===== src/rtl/pbs_pkg.sv =====
package pbs_pkg;

   typedef enum logic [2:0] {
      SEL_PTR0 = 3'd0,
      SEL_LEN0 = 3'd1,
      SEL_PTR1 = 3'd2,
      SEL_LEN1 = 3'd3,
      SEL_CTRL = 3'd4,
      SEL_ACK  = 3'd5
   } reg_sel_e;

   typedef enum logic {
      UNP_IDLE = 1'b0,
      UNP_RUN  = 1'b1
   } unp_state_e;

   typedef struct packed {
      logic id;
      logic last;
   } word_tag_t;

endpackage


===== src/rtl/pbs_fifo.sv =====
module pbs_fifo #(
   parameter int WIDTH = 8,
   parameter int DEPTH = 4,
   parameter int CW    = $clog2(DEPTH) + 1
) (
   input  logic             clk,
   input  logic             rst_n,
   input  logic             flush,
   input  logic             push,
   input  logic [WIDTH-1:0] din,
   input  logic             pop,
   output logic [WIDTH-1:0] dout,
   output logic             empty,
   output logic             full,
   output logic [CW-1:0]    count
);
   localparam int PW = $clog2(DEPTH);

   if (DEPTH < 2) begin : g_depth_small
      $error("pbs_fifo: DEPTH must be at least 2");
   end
   if ((DEPTH & (DEPTH - 1)) != 0) begin : g_depth_pow2
      $error("pbs_fifo: DEPTH must be a power of two");
   end

   logic [WIDTH-1:0] store [DEPTH];
   logic [PW-1:0]    wp, rp;
   logic             do_push, do_pop;

   assign empty   = (count == '0);
   assign full    = (count == CW'(DEPTH));
   assign do_push = push && !full && !flush;
   assign do_pop  = pop && !empty && !flush;
   assign dout    = store[rp];

   always_ff @(posedge clk) begin
      if (do_push) store[wp] <= din;
   end

   always_ff @(posedge clk or negedge rst_n) begin
      if (!rst_n) begin
         wp    <= '0;
         rp    <= '0;
         count <= '0;
      end else if (flush) begin
         wp    <= '0;
         rp    <= '0;
         count <= '0;
      end else begin
         if (do_push) wp <= wp + 1'b1;
         if (do_pop)  rp <= rp + 1'b1;
         count <= count + CW'(do_push) - CW'(do_pop);
      end
   end
endmodule


===== src/rtl/pbs_regs.sv =====
module pbs_regs
   import pbs_pkg::*;
#(
   parameter int ADDR_W = 16,
   parameter int LEN_W  = 12
) (
   input  logic                   clk,
   input  logic                   rst_n,
   input  logic                   cfg_we,
   input  logic [2:0]             cfg_addr,
   input  logic [31:0]            cfg_wdata,
   input  logic [1:0]             evt_empty,
   input  logic                   evt_urun,
   input  logic [1:0]             consume,
   output logic [1:0][ADDR_W-1:0] buf_ptr,
   output logic [1:0][LEN_W-1:0]  buf_len,
   output logic [1:0]             fresh,
   output logic                   run,
   output logic [1:0]             stat_empty,
   output logic                   stat_urun,
   output logic                   irq
);
   localparam int CTRL_W = 4;

   logic [CTRL_W-2:0] irq_en;
   logic              ack_wr, ctrl_wr;
   logic              unused_wdata;

   assign ack_wr       = cfg_we && (cfg_addr == SEL_ACK);
   assign ctrl_wr      = cfg_we && (cfg_addr == SEL_CTRL);
   assign unused_wdata = ^cfg_wdata;

   for (genvar b = 0; b < 2; b++) begin : g_buf
      logic              ptr_wr, len_wr;
      logic [ADDR_W-1:0] ptr_q;
      logic [LEN_W-1:0]  len_q;
      logic              fresh_q, empty_q;

      assign ptr_wr = cfg_we && (cfg_addr == 3'(2 * b));
      assign len_wr = cfg_we && (cfg_addr == 3'(2 * b + 1));

      always_ff @(posedge clk or negedge rst_n) begin
         if (!rst_n) begin
            ptr_q   <= '0;
            len_q   <= '0;
            fresh_q <= 1'b0;
            empty_q <= 1'b0;
         end else begin
            if (ptr_wr) ptr_q <= cfg_wdata[ADDR_W-1:0];
            if (len_wr) len_q <= cfg_wdata[LEN_W-1:0];
            if (ptr_wr)          fresh_q <= 1'b1;
            else if (consume[b]) fresh_q <= 1'b0;
            if (evt_empty[b])                  empty_q <= 1'b1;
            else if (ack_wr && cfg_wdata[b])   empty_q <= 1'b0;
         end
      end

      assign buf_ptr[b]    = ptr_q;
      assign buf_len[b]    = len_q;
      assign fresh[b]      = fresh_q;
      assign stat_empty[b] = empty_q;
   end

   always_ff @(posedge clk or negedge rst_n) begin
      if (!rst_n) begin
         run       <= 1'b0;
         irq_en    <= '0;
         stat_urun <= 1'b0;
      end else begin
         if (ctrl_wr) begin
            run    <= cfg_wdata[0];
            irq_en <= cfg_wdata[CTRL_W-1:1];
         end
         if (evt_urun)                   stat_urun <= 1'b1;
         else if (ack_wr && cfg_wdata[2]) stat_urun <= 1'b0;
      end
   end

   assign irq = |({stat_urun, stat_empty} & irq_en);
endmodule


===== src/rtl/pbs_fetch.sv =====
module pbs_fetch #(
   parameter int ADDR_W = 16,
   parameter int LEN_W  = 12
) (
   input  logic                   clk,
   input  logic                   rst_n,
   input  logic                   run,
   input  logic                   drained,
   input  logic                   room,
   input  logic                   mem_ready,
   input  logic [1:0][ADDR_W-1:0] buf_ptr,
   input  logic [1:0][LEN_W-1:0]  buf_len,
   input  logic [1:0]             fresh,
   output logic                   mem_req,
   output logic [ADDR_W-1:0]      mem_addr,
   output logic                   tag_id,
   output logic                   tag_last,
   output logic [1:0]             consume,
   output logic                   evt_urun
);
   logic              active, cur;
   logic [ADDR_W-1:0] base;
   logic [LEN_W-1:0]  wlen, idx;
   logic              accept, last_word, load, load_sel;

   assign mem_req   = active && run && room;
   assign accept    = mem_req && mem_ready;
   assign last_word = ({1'b0, idx} + (LEN_W + 1)'(1)) >= {1'b0, wlen};
   assign load      = (run && !active && drained) || (accept && last_word);
   assign load_sel  = active ? ~cur : 1'b0;
   assign consume   = load ? (load_sel ? 2'b10 : 2'b01) : 2'b00;
   assign evt_urun  = load && !fresh[load_sel];
   assign mem_addr  = base + ADDR_W'(idx);
   assign tag_id    = cur;
   assign tag_last  = last_word;

   always_ff @(posedge clk or negedge rst_n) begin
      if (!rst_n) begin
         active <= 1'b0;
         cur    <= 1'b0;
         base   <= '0;
         wlen   <= '0;
         idx    <= '0;
      end else if (!run) begin
         active <= 1'b0;
      end else if (load) begin
         active <= 1'b1;
         cur    <= load_sel;
         base   <= buf_ptr[load_sel];
         wlen   <= buf_len[load_sel];
         idx    <= '0;
      end else if (accept) begin
         idx <= idx + 1'b1;
      end
   end
endmodule


===== src/rtl/pbs_unpack.sv =====
module pbs_unpack
   import pbs_pkg::*;
#(
   parameter int BYTE_W = 8,
   parameter int LANES  = 4
) (
   input  logic                    clk,
   input  logic                    rst_n,
   input  logic                    run,
   input  logic                    head_empty,
   input  logic [LANES*BYTE_W-1:0] head_word,
   input  word_tag_t               head_tag,
   output logic                    pop,
   output logic [BYTE_W-1:0]       out_byte,
   output logic                    out_valid,
   output logic                    pre_start,
   output logic [1:0]              evt_empty
);
   localparam int LW = $clog2(LANES);

   if (LANES < 2 || (LANES & (LANES - 1)) != 0) begin : g_lanes_chk
      $error("pbs_unpack: LANES must be a power of two of at least 2");
   end

   logic [LANES-1:0][BYTE_W-1:0] lane_bytes;
   unp_state_e                   state;
   logic [LW-1:0]                lane;
   logic                         at_end, emit;

   assign lane_bytes = head_word;
   assign at_end     = (lane == LW'(LANES - 1));
   assign emit       = run && (state == UNP_RUN) && !head_empty;
   assign pop        = emit && at_end;

   always_ff @(posedge clk or negedge rst_n) begin
      if (!rst_n) begin
         state     <= UNP_IDLE;
         lane      <= '0;
         out_byte  <= '0;
         out_valid <= 1'b0;
         pre_start <= 1'b0;
         evt_empty <= '0;
      end else begin
         out_valid <= 1'b0;
         pre_start <= 1'b0;
         evt_empty <= '0;
         if (!run) begin
            state <= UNP_IDLE;
            lane  <= '0;
         end else if (state == UNP_IDLE) begin
            if (!head_empty) begin
               state     <= UNP_RUN;
               pre_start <= 1'b1;
            end
         end else if (emit) begin
            out_valid <= 1'b1;
            out_byte  <= lane_bytes[lane];
            lane      <= lane + 1'b1;
            if (at_end && head_tag.last) evt_empty[head_tag.id] <= 1'b1;
         end
      end
   end
endmodule


===== src/rtl/pingpong_byte_streamer.sv =====
module pingpong_byte_streamer
   import pbs_pkg::*;
#(
   parameter int ADDR_W     = 16,
   parameter int LEN_W      = 12,
   parameter int FIFO_DEPTH = 4,
   parameter int BYTE_W     = 8,
   parameter int LANES      = 4
) (
   input  logic                    clk,
   input  logic                    rst_n,
   input  logic                    cfg_we,
   input  logic [2:0]              cfg_addr,
   input  logic [31:0]             cfg_wdata,
   output logic                    mem_req,
   output logic [ADDR_W-1:0]       mem_addr,
   input  logic                    mem_ready,
   input  logic                    mem_rvalid,
   input  logic [LANES*BYTE_W-1:0] mem_rdata,
   output logic [BYTE_W-1:0]       out_byte,
   output logic                    out_valid,
   output logic                    pre_start,
   output logic [1:0]              stat_empty,
   output logic                    stat_urun,
   output logic                    irq
);
   localparam int WORD_W  = LANES * BYTE_W;
   localparam int TAG_W   = $bits(word_tag_t);
   localparam int ENTRY_W = TAG_W + WORD_W;
   localparam int CNT_W   = $clog2(FIFO_DEPTH) + 1;

   if (ADDR_W < 1 || ADDR_W > 32) begin : g_addr_chk
      $error("pingpong_byte_streamer: ADDR_W must be 1..32");
   end
   if (LEN_W < 1 || LEN_W > 32) begin : g_len_chk
      $error("pingpong_byte_streamer: LEN_W must be 1..32");
   end

   logic [1:0][ADDR_W-1:0] buf_ptr;
   logic [1:0][LEN_W-1:0]  buf_len;
   logic [1:0]             fresh, consume, evt_empty;
   logic                   run_q, evt_urun;
   logic                   tag_id, tag_last, room;
   logic                   tag_empty, tag_full, dempty, dfull, dpush, upop;
   logic [CNT_W-1:0]       tcount, dcount;
   word_tag_t              tag_in, tag_out;
   logic [ENTRY_W-1:0]     dhead;
   word_tag_t              head_tag;

   pbs_regs #(.ADDR_W(ADDR_W), .LEN_W(LEN_W)) u_regs (
      .clk(clk), .rst_n(rst_n), .cfg_we(cfg_we), .cfg_addr(cfg_addr),
      .cfg_wdata(cfg_wdata), .evt_empty(evt_empty), .evt_urun(evt_urun),
      .consume(consume), .buf_ptr(buf_ptr), .buf_len(buf_len), .fresh(fresh),
      .run(run_q), .stat_empty(stat_empty), .stat_urun(stat_urun), .irq(irq)
   );

   assign room = ({1'b0, tcount} + {1'b0, dcount}) < (CNT_W + 1)'(FIFO_DEPTH);

   pbs_fetch #(.ADDR_W(ADDR_W), .LEN_W(LEN_W)) u_fetch (
      .clk(clk), .rst_n(rst_n), .run(run_q), .drained(tag_empty), .room(room),
      .mem_ready(mem_ready), .buf_ptr(buf_ptr), .buf_len(buf_len), .fresh(fresh),
      .mem_req(mem_req), .mem_addr(mem_addr), .tag_id(tag_id), .tag_last(tag_last),
      .consume(consume), .evt_urun(evt_urun)
   );

   assign tag_in.id   = tag_id;
   assign tag_in.last = tag_last;

   pbs_fifo #(.WIDTH(TAG_W), .DEPTH(FIFO_DEPTH)) u_tags (
      .clk(clk), .rst_n(rst_n), .flush(1'b0), .push(mem_req && mem_ready),
      .din(tag_in), .pop(mem_rvalid), .dout(tag_out), .empty(tag_empty),
      .full(tag_full), .count(tcount)
   );

   assign dpush = mem_rvalid && run_q;

   pbs_fifo #(.WIDTH(ENTRY_W), .DEPTH(FIFO_DEPTH)) u_words (
      .clk(clk), .rst_n(rst_n), .flush(!run_q), .push(dpush),
      .din({tag_out, mem_rdata}), .pop(upop), .dout(dhead), .empty(dempty),
      .full(dfull), .count(dcount)
   );

   assign head_tag = dhead[ENTRY_W-1 -: TAG_W];

   pbs_unpack #(.BYTE_W(BYTE_W), .LANES(LANES)) u_unpack (
      .clk(clk), .rst_n(rst_n), .run(run_q), .head_empty(dempty),
      .head_word(dhead[WORD_W-1:0]), .head_tag(head_tag), .pop(upop),
      .out_byte(out_byte), .out_valid(out_valid), .pre_start(pre_start),
      .evt_empty(evt_empty)
   );

   logic unused_full;
   assign unused_full = tag_full;
endmodule


===== config.mk =====
export PLATFORM = sky130hd
export DESIGN_NAME = pingpong_byte_streamer
export DESIGN_NICKNAME = d
export VERILOG_FILES = /design/src/rtl/pbs_pkg.sv /design/src/rtl/pbs_fifo.sv /design/src/rtl/pbs_regs.sv /design/src/rtl/pbs_fetch.sv /design/src/rtl/pbs_unpack.sv /design/src/rtl/pingpong_byte_streamer.sv
export SDC_FILE = /design/constraint.sdc
export NUM_CORES = 1
export LEC_CHECK = 0
export BUFFER_PORTS_ARGS = -buffer_cell sky130_fd_sc_hd__buf_2
export CORE_UTILIZATION = 40
export DETAILED_ROUTE_END_ITERATION = 12
export PLACE_DENSITY = 0.59
export SYNTH_ARGS = -nofsm -noshare
export SYNTH_HDL_FRONTEND = slang
export SYNTH_HIERARCHICAL = 1
export SYNTH_SLANG_ARGS = --single-unit

===== constraint.sdc =====
create_clock -name clk -period 6.5 [get_ports clk]
set_input_delay 0.975 -clock clk [delete_from_list [all_inputs] [get_ports clk]]
set_output_delay 0.975 -clock clk [all_outputs]
set_load 0.01 [all_outputs]

Word level (Yosys, flattened, before mapping)
Memories as Yosys holds them, arrays and structs flattened. Cells that the tools add are included.

Register bits after elaboration: 136. Memory bits (writable): 144. Bits of input ports: 72. Output and inout port bits: 31. Memories kept: 2.

Memories: u_words.store (depth 4, width 34, read ports 1, clocked after Yosys merged registers in 0, write ports 1, RTL line pbs_fifo.sv:26) `logic [WIDTH-1:0] store [DEPTH];`; u_tags.store (depth 4, width 2, read ports 1, clocked after Yosys merged registers in 0, write ports 1, RTL line pbs_fifo.sv:26).

$add $sub $neg: 13. Magnitude comparators: 6. Equality and inequality tests: 13. Mux-type cells: 51. Bitwise gates (word level): 2. Reductions and logical operators: 49.

Operator list (number): two-way mux 12 bit (4); two-way mux 16 bit (2); logical AND 1 bit (28); two-way mux 1 bit (28); two-way mux 2 bit (13); adder 16 x 12 -> 16 bit (1); binary-select mux 8 bit (select 2 bit) (1); adder 12 x 1 -> 13 bit (second input constant) (1); >= comparator 13 x 12 -> 1 bit (1); adder 12 x 1 -> 12 bit (second input constant) (1); == test 3 bit (second input constant) (4); nonzero test 2 bit (6); adder 2 x 1 -> 2 bit (second input constant) (5); inequality test 2 x 1 -> 1 bit (second input constant) (5); logical NOT 3 bit (3); two-way mux 8 bit (1); adder 3 x 1 -> 3 bit (2); == test 3 x 2 -> 1 bit (second input constant) (2); logical NOT 1 bit (6); AND reduction 2 bit (3); subtractor 3 x 1 -> 3 bit (2); adder 3 x 3 -> 4 bit (1); less-than comparator 1 x 2 -> 1 bit (second input constant) (2); less-than comparator 4 x 3 -> 1 bit (second input constant) (1); other kinds (11) (11).

Depth between registers and ports, before layout
Gate-level depths: netlist of the first run.

Depth in word-level cells: 9. Depth in mapped cells: 16.

Hierarchy
The synthesis of the first run kept the hierarchy.

Modules (own cells, without submodules): pbs_fifo at u_words (instances 1, cells an instance 225, area each 5426.5 µm²); pbs_fetch (instances 1, cells an instance 310, area each 3181.8 µm²); pbs_regs (instances 1, cells an instance 155, area each 2524.9 µm²); pbs_unpack (instances 1, cells an instance 52, area each 797.0 µm²); pbs_fifo at u_tags (instances 1, cells an instance 57, area each 747.0 µm²); pingpong_byte_streamer (instances 1, cells an instance 8, area each 63.8 µm²).

Worst setup path after synthesis of the first run
No wires, ideal clock.

Path kind: reg-to-reg. From: register u_tags.count[1]. To: register u_tags.count[2]. Arrival: 3.026 ns. Required time: 6.414 ns. Path slack: 3.388 ns. Stages on the path, launching flop included: 17. Buffers on the path: 0. Clock period less this slack: 3.112 ns. Path through: dfrtp_1 -> ha_1 -> and3_1 -> nor4_2 -> and3_1 -> and2_1 -> inv_1 -> nor3_2 -> inv_1 -> ha_1 -> inv_1 -> ha_1 -> inv_1 -> fa_1 -> xor2_1 -> and2_1 -> nor3_1.

Longest elaborated chain between the ends: 7.

Ends and longest elaborated chain: start: declaration (RTL line pbs_fifo.sv:15) `output logic [CW-1:0] count`; start signal: assignment (RTL line pbs_fifo.sv:52) `count <= count + CW'(do_push) - CW'(do_pop);`; adder 3 x 3 -> 4 bit (RTL line pingpong_byte_streamer.sv:57) `assign room = ({1'b0, tcount} + {1'b0, dcount}) < (CNT_W + 1)'(FIFO_DEPTH);`; less-than comparator 4 x 3 -> 1 bit (RTL line pingpong_byte_streamer.sv:57); named net room (RTL line pingpong_byte_streamer.sv:43) `logic tag_id, tag_last, room;`; logical AND 1 bit (RTL line pbs_fetch.sv:26) `assign mem_req = active && run && room;`; named net mem_req (RTL line pingpong_byte_streamer.sv:15) `output logic mem_req,`; logical AND 1 bit (RTL line pingpong_byte_streamer.sv:70) `.clk(clk), .rst_n(rst_n), .flush(1'b0), .push(mem_req && mem_ready),`; logical AND 1 bit (RTL line pbs_fifo.sv:32) `assign do_push = push && !full && !flush;`; adder 3 x 1 -> 3 bit (RTL line pbs_fifo.sv:52); subtractor 3 x 1 -> 3 bit (RTL line pbs_fifo.sv:52).

The timed path passes the listed nets, and every way through them passes these cells. A chain may end at the register's enable or synchronous reset.

Final worst setup path of the first run
From: register u_fetch.idx[3]. To: output port mem_addr[13].

Longest elaborated chain between the ends: 1.

Ends and longest elaborated chain: start: declaration (RTL line pbs_fetch.sv:23) `logic [LEN_W-1:0] wlen, idx;`; start signal: assignment (RTL line pbs_fetch.sv:53) `idx <= idx + 1'b1;`; adder 16 x 12 -> 16 bit (RTL line pbs_fetch.sv:33) `assign mem_addr = base + ADDR_W'(idx);`; end: declaration (RTL line pingpong_byte_streamer.sv:16) `output logic [ADDR_W-1:0] mem_addr,`.

No other way between the ends.

==> results_dict.tcl, run 1 <==
set metrics [dict create \
    netlist_area_um2 12700 \
    stdcell_area_um2 14600 \
    area_delta_synth_final_pct 14.5 \
    drv_cap 0 \
    rows 64 \
    grt_pass1_vias 7199 \
    period_minus_slack_ns 3.98 \
    synth_nets 923 \
    place_congestion 0.774 \
    critPathSlowestCell "o31ai_1" \
    rrSetupSlack_ns 2.86 \
    switchingPower_uw 1530 \
    critPathLaunchType "register" \
    gr-total-overflow 0 \
    placed_cell_area_um2 13500 \
    synth_enable_flop_cells 144 \
    drive_gt1_share_pct 32.6 \
    cts_resized 0 \
    grt_pass1_wl_mm 40.3 \
    crit_chain "ha_1 > nand2_1 > o21ai_0 > a21oi_1 > o31ai_1 > a221oi_1 > xnor2_1 > buf_2" \
    io_buffers 86 \
    grt_setup_unrepaired "false" \
    ant_nets 0 \
    critPathMaxStageDelay_ns 0.64 \
    min-delay-path-class "in -> async" \
    dp.final_hpwl_mm 15.9 \
    rr_endpoint "u_regs/stat_urun" \
    drc_errors 0 \
    vias 6810 \
    ys_types 67 \
    crit_family "compound AO/OA/AOI/OAI gates" \
    switching_share_pct 28.5 \
    path_buf_inv 1 \
    ios 103 \
    post_cts_buffers 0 \
    cellPowerDensity_nw_per_um2 369 \
    cts_tree "built" \
    drt_first_iter_violations 291 \
    avgViaCountPerCell 5.15 \
    power.internal_uw 3850 \
    worst_slew_pin_slew_ns 1.03 \
    max_clock_freq_ghz 0.251 \
    synthArstFlopShare_pct 48.6 \
    synth.top_cells.by_area "edfxtp_1 34%, dfrtp_1 27%, mux2_2 6.8%" \
    hold_viol 0 \
    yosysTopAreaCell "edfxtp_1" \
    initial_core_util_pct 41.1 \
    layout.nets 1017 \
    ir_drop_v 0.000269 \
    cts_root_buf "clkbuf_16" \
    worst-setup-path-type "reg -> out" \
    setup_viol 0 \
    pwr-share-comb_pct 23.2 \
    p_leak_uw 0.00592 \
    setup_tns_ns 0 \
    period_share_pct 61.2 \
    cts_buffers 31 \
    drt-total-wl_mm 24.8 \
    holdWs_ns 0.344 \
    grt_max_degree 83 \
    cts_sinks 280 \
    syn-instance-count 807 \
    worstSetupStartpoint "u_fetch/idx[3]" \
    synth_warnings 6 \
    arrival_ns 3.00 \
    h-tree-depth 1 \
    slew_viol_final 0 \
    die-area_um2 32600 \
    pwr-share-seq_pct 42.4 \
    dr.pass1.iters 4 \
    post_drt_wl_per_cell_um 18.8 \
    dieWidth_um 180 \
    status "finished, final reports clean" \
    coreArea_um2 31000 \
    synth_ff_type "edfxtp_1" \
    cp_max_fo 8 \
    cts.hold.buffers_added 0 \
    synth_seq_cells 280 \
    grt_usage_pct 15.7 \
    clkTransAtPathRegs_ns 0.06 \
    r2r_start "u_fetch/idx[2]" \
    ff2ff_path_depth 13 \
    die-height_um 180 \
    p_clk_share_pct 34.4 \
    antenna_found_initial 0 \
    avgSynthCellArea_um2 15.8 \
    skew_ns 0.0226 \
    clockBufferDepth 3 \
    crit_path_end_kind "output port" \
    clk_latency_ns 0.57 \
    slew_headroom_pct 31.5 \
    ys_seq_area_share_pct 60.7 \
    required_ns 5.52 \
    synth_top_area_share_pct 33.9 \
]
## worst max path at each step
stage,endpoint,slack (ns),depth (start not counted)
2_1_floorplan,u_tags/count[2],3.39,16
4_1_cts,mem_addr[14],2.45,10
3_5_place_dp,u_regs/stat_urun,2.85,13
6_report,mem_addr[13],2.52,8
5_1_grt,mem_addr[14],2.22,10
3_3_place_gp,u_regs/stat_urun,2.88,13
## power by group through the flow
| stage | registers (µW) | logic, µW | clock network (µW) |
|---|---|---|---|
| floorplan | 2270 | 959 | 0 |
| global placement | 2310 | 1250 | 0 |
| detailed placement | 2320 | 1270 | 0 |
| CTS | 2280 | 1270 | 1910 |
| global route | 2320 | 1390 | 1960 |
| finish | 2280 | 1250 | 1860 |
## through the flow
stage / std cells / setup WS [ns] / power, µW / util (%)
after global placement: 1264 / 2.88 / 3560 / 43.5
final: 1323 / 2.52 / 5390 / 47.1
after global routing: 1322 / 2.22 / 5670 / 47.1
after floorplan: 807 / 3.39 / 3220 / -
after detailed placement: 1264 / 2.85 / 3580 / 43.5
after CTS: 1322 / 2.45 / 5460 / 47.1
## synth_stat cells (4+ instances only)
cell type / count
ha_1: 41
mux4_2: 38
nor3_1: 7
a21o_1: 6
buf_6: 5
nand2_1: 25
clkbuf_1: 5
edfxtp_1: 144
a21oi_1: 16
buf_2: 11
inv_1: 45
xnor2_1: 15
nor2_1: 30
nor2b_1: 8
mux2_1: 6
o21ai_0: 19
a22o_1: 6
o31ai_1: 5
dfrtp_1: 136
and2_1: 15
buf_4: 5
xor2_1: 15
a31oi_1: 6
buf_12: 4
and3_1: 5
mux2i_1: 26
nand3_1: 6
mux4_1: 6
o21a_1: 4
or3_1: 5
mux2_4: 18
mux2_2: 77
## sequential cells by signal, summed over array words and instances, names as in the netlist, 2 cells and up
| register | flops |
|---|---|
| u_words/wp | 2 |
| u_unpack/evt_empty | 2 |
| u_regs/g_buf.empty_q | 2 |
| u_tags/count | 3 |
| u_words/store | 136 |
| u_tags/rp | 2 |
| u_regs/g_buf.fresh_q | 2 |
| u_words/rp | 2 |
| u_regs/g_buf.len_q | 24 |
| u_tags/wp | 2 |
| u_regs/irq_en | 3 |
| u_tags/store | 8 |
| u_unpack/lane | 2 |
| u_fetch/idx | 12 |
| u_fetch/wlen | 12 |
| u_regs/g_buf.ptr_q | 32 |
| u_words/count | 3 |
| u_unpack/out_byte | 8 |
| u_fetch/base | 16 |
## placed cells by master (no fill, tap or decap), types with 16 or more instances in the layout
cell       instances
mux2i_1           26
buf_2             85
edfxtp_1         144
mux2_2            77
nor2_1            30
inv_1             45
a21oi_1           16
clkbuf_16         31
ha_1              41
mux2_4            18
dfrtp_1          135
o21ai_0           19
mux4_2            38
nand2_1           25
## metal layers
metal / global-route usage, % / part of all wire, %
met1: 21.7 / 47
met2: 25.7 / 47
met3: 2.43 / 3.9
met4: 4.44 / 2.5
met5: 0 / 0
## layout make-up
type | count | area (µm²)
Fill cell | 2696 | 16400
Sequential cell | 280 | 7730
Multi-Input combinational cell | 450 | 4610
Clock buffer | 38 | 852
Tap cell | 396 | 495
Timing Repair Buffer | 92 | 482
Clock inverter | 20 | 255
Inverter | 46 | 173
Antenna cell | 1 | 2.50
## kinds of logic (layout without fill, tap and decap cells)
kind of cell	Yosys count	in the layout	synth area share [%]
AO/OA/AOI/OAI	82	82	4.40
flip-flops	280	280	60.7
adder cells (fa/ha/maj)	44	44	4.50
other	1	2	0.0294
XOR/XNOR	30	30	2.06
buffers and inverters	77	196	3.42
multiplexers	171	171	19.5
AND/OR/NAND/NOR	122	122	5.49
(Power assumes the default switching activity.)
==> run 2, diff against run 1 <==
==> constraint.sdc (replaced) <==
create_clock -name clk -period 3.8 [get_ports clk]
set_input_delay 0.57 -clock clk [delete_from_list [all_inputs] [get_ports clk]]
set_output_delay 0.57 -clock clk [all_outputs]
set_load 0.01 [all_outputs]
==> run 2 against run 1 <==
  * Clock skew is 0.0014 ns higher
  * Wire length is 0.21% higher
  * Critical path depth is 2 higher
  * Sequential power is 71% higher
  * First-iteration DRC count is 28% higher
  * Register-to-register slack worse by 2.5 ns
  * Via count is 0.65% higher
  * Non-clock buffer count is 12 higher
  * Largest cell class unchanged
  * Clock-buffer cell count is 7 higher
  * Combinational power is 74% higher
  * Sequential cell count stayed put
  * Sequential share of layout area is 0.15 points lower
==> results_dict.tcl, run 2 (synthesis gave the netlist of run 1 again) <==
set metrics [dict create \
    regMostFlops "u_words/store" \
    setup_viol 0 \
    layout_common_cells "144 x edfxtp_1, 135 x dfrtp_1, 85 x buf_2" \
    dr.pass1.iters 4 \
    grt_pass1_wl_mm 40.7 \
    avgViaCountPerCell 5.14 \
    rows 64 \
    setup_tns_ns 0 \
    cts_buffers 31 \
    period_share_pct 93.6 \
    drc_errors 0 \
    n_antenna_cell 0 \
    ant_nets 0 \
    vias 6854 \
    power.internal_uw 6460 \
    arrival_ns 2.99 \
    rrSetupSlack_ns 0.38 \
    hold_viol 0 \
    dp.final_hpwl_mm 16.4 \
    path_buf_inv 2 \
    crit_family "compound AO/OA/AOI/OAI gates" \
    skew_ns 0.0239 \
    switchingPower_uw 2580 \
    pwr-share-seq_pct 43.1 \
    ff2ff_path_depth 16 \
    io_buffers 86 \
    ir_drop_v 0.000444 \
    ios 103 \
    drv_cap 0 \
    switching_share_pct 28.5 \
    initial_core_util_pct 41.1 \
    crit_chain "ha_1 > inv_1 > fa_1 > nor2b_1 > o31a_1 > o31ai_1 > a31oi_1 > o211ai_1 > xnor2_1 > buf_2" \
    gr-total-overflow 0 \
    critPathLaunchType "register" \
    layout_commonest_cell "edfxtp_1" \
    grt_max_degree 73 \
    dieWidth_um 180 \
    grt_pass1_vias 7173 \
    top_regs "u_words/store: 136 flops, u_regs/g_buf.ptr_q: 32 flops, u_regs/g_buf.len_q: 24 flops" \
    critPathSlowestCell "dfrtp_1" \
    slew_viol_final 0 \
    period_minus_slack_ns 3.56 \
    r2r_start "u_tags/count[1]" \
    final_core_util_pct 47.2 \
    clk_latency_ns 0.55 \
    critPathMaxStageDelay_ns 0.46 \
    antenna_found_initial 1 \
    drt-total-wl_mm 24.9 \
    p_leak_uw 0.00595 \
    h-tree-depth 1 \
    required_ns 3.23 \
    status "finished, final reports clean" \
    drt_first_iter_violations 372 \
    grt_setup_unrepaired "false" \
    post_cts_buffers 0 \
    clockBufferDepth 3 \
    pwr-share-comb_pct 24.1 \
    cts_tree "built" \
    post_drt_wl_per_cell_um 18.7 \
    cp_max_fo 6 \
    coreArea_um2 31000 \
    area_delta_synth_final_pct 14.9 \
    p_clk_share_pct 32.8 \
    layout.nets 1029 \
    worst_slew_pin_slew_ns 0.952 \
    cts_root_buf "clkbuf_16" \
    fillCellCount 2672 \
    grt_usage_pct 15.9 \
    max_clock_freq_ghz 0.281 \
    rr_endpoint "u_tags/count[2]" \
    largest_reg_flops 136 \
    die-height_um 180 \
    die-area_um2 32600 \
    cellPowerDensity_nw_per_um2 618 \
    crit_path_end_kind "output port" \
    worst-setup-path-type "reg -> out" \
    min-delay-path-class "in -> async" \
    clkTransAtPathRegs_ns 0.06 \
    cts_sinks 280 \
    drive_gt1_share_pct 32.9 \
    place_congestion 0.740 \
    slew_headroom_pct 36.2 \
]
-- run 2: changes by cell type in the layout (fill, tap and decap cells not counted), moves of 2 or more --
cell / delta
buf_12: +2
bufinv_16: -3
clkbuf_1: +5
buf_4: +10
clkinv_2: -4
-- run 2: power by group through the flow --
stage               clock [µW]  sequential [µW]  combinational [µW]
finish                    2970             3900                2180
global route              3170             3960                2420
CTS                       3050             3910                2200
detailed placement           0             3960                2190
global placement             0             3950                2170
floorplan                    0             3870                1640
-- run 2: worst max-delay path by stage --
stage,depth (start not counted),end,slack (ns),startpoint
floorplan,16,u_tags/count[2],0.69,u_tags/count[1]
global placement,16,u_tags/count[2],0.42,u_tags/count[1]
detailed placement,16,u_tags/count[2],0.37,u_tags/count[1]
CTS,10,mem_addr[14],0.22,u_fetch/idx[0]
global route,10,mem_addr[14],0.0003,u_fetch/idx[0]
finish,10,mem_addr[14],0.24,u_fetch/idx[0]
-- run 2: layer usage --
| metal | global-route usage (%) | share of wire (%) | up-vias |
|---|---|---|---|
| met4 | 3.66 | 1.9 | 2 |
| li1 | - | - | 3238 |
| met2 | 25.1 | 46 | 103 |
| met5 | 0 | 0.052 | - |
| met3 | 2.51 | 3.5 | 37 |
| met1 | 23.0 | 48 | 3474 |
-- run 2: timing repair --
action / in CTS / in global routing
resized for setup: 0 / 1
hold buffers: 0 / 0
endpoints found under the setup margin: 0 / 2
-- run 2: final cells by class --
| type | instances | area, µm² | share of cell area [%] |
|---|---|---|---|
| inverter | 46 | 173 | 1.18 |
| multi-input combinational | 450 | 4610 | 31.5 |
| sequential | 280 | 7730 | 52.8 |
| clock buffer | 45 | 910 | 6.22 |
| clock inverter | 12 | 121 | 0.829 |
| tap | 396 | 495 | 3.39 |
| timing repair buffer | 104 | 597 | 4.08 |
-- run 2: per-stage QoR --
| step | hold slack (ns) | cell area (µm²) | cells | setup slack [ns] | total power, µW |
|---|---|---|---|---|---|
| 2_1_floorplan | 0.274 | 12700 | 807 | 0.688 | 5510 |
| 3_3_place_gp | 0.466 | 13600 | 1276 | 0.419 | 6120 |
| 3_5_place_dp | 0.478 | 13600 | 1276 | 0.372 | 6150 |
| 4_1_cts | 0.0463 | 14600 | 1333 | 0.220 | 9160 |
| 5_1_grt | 0.0573 | 14600 | 1333 | 0.000304 | 9560 |
| 6_report | 0.0153 | 14600 | 1333 | 0.243 | 9040 |
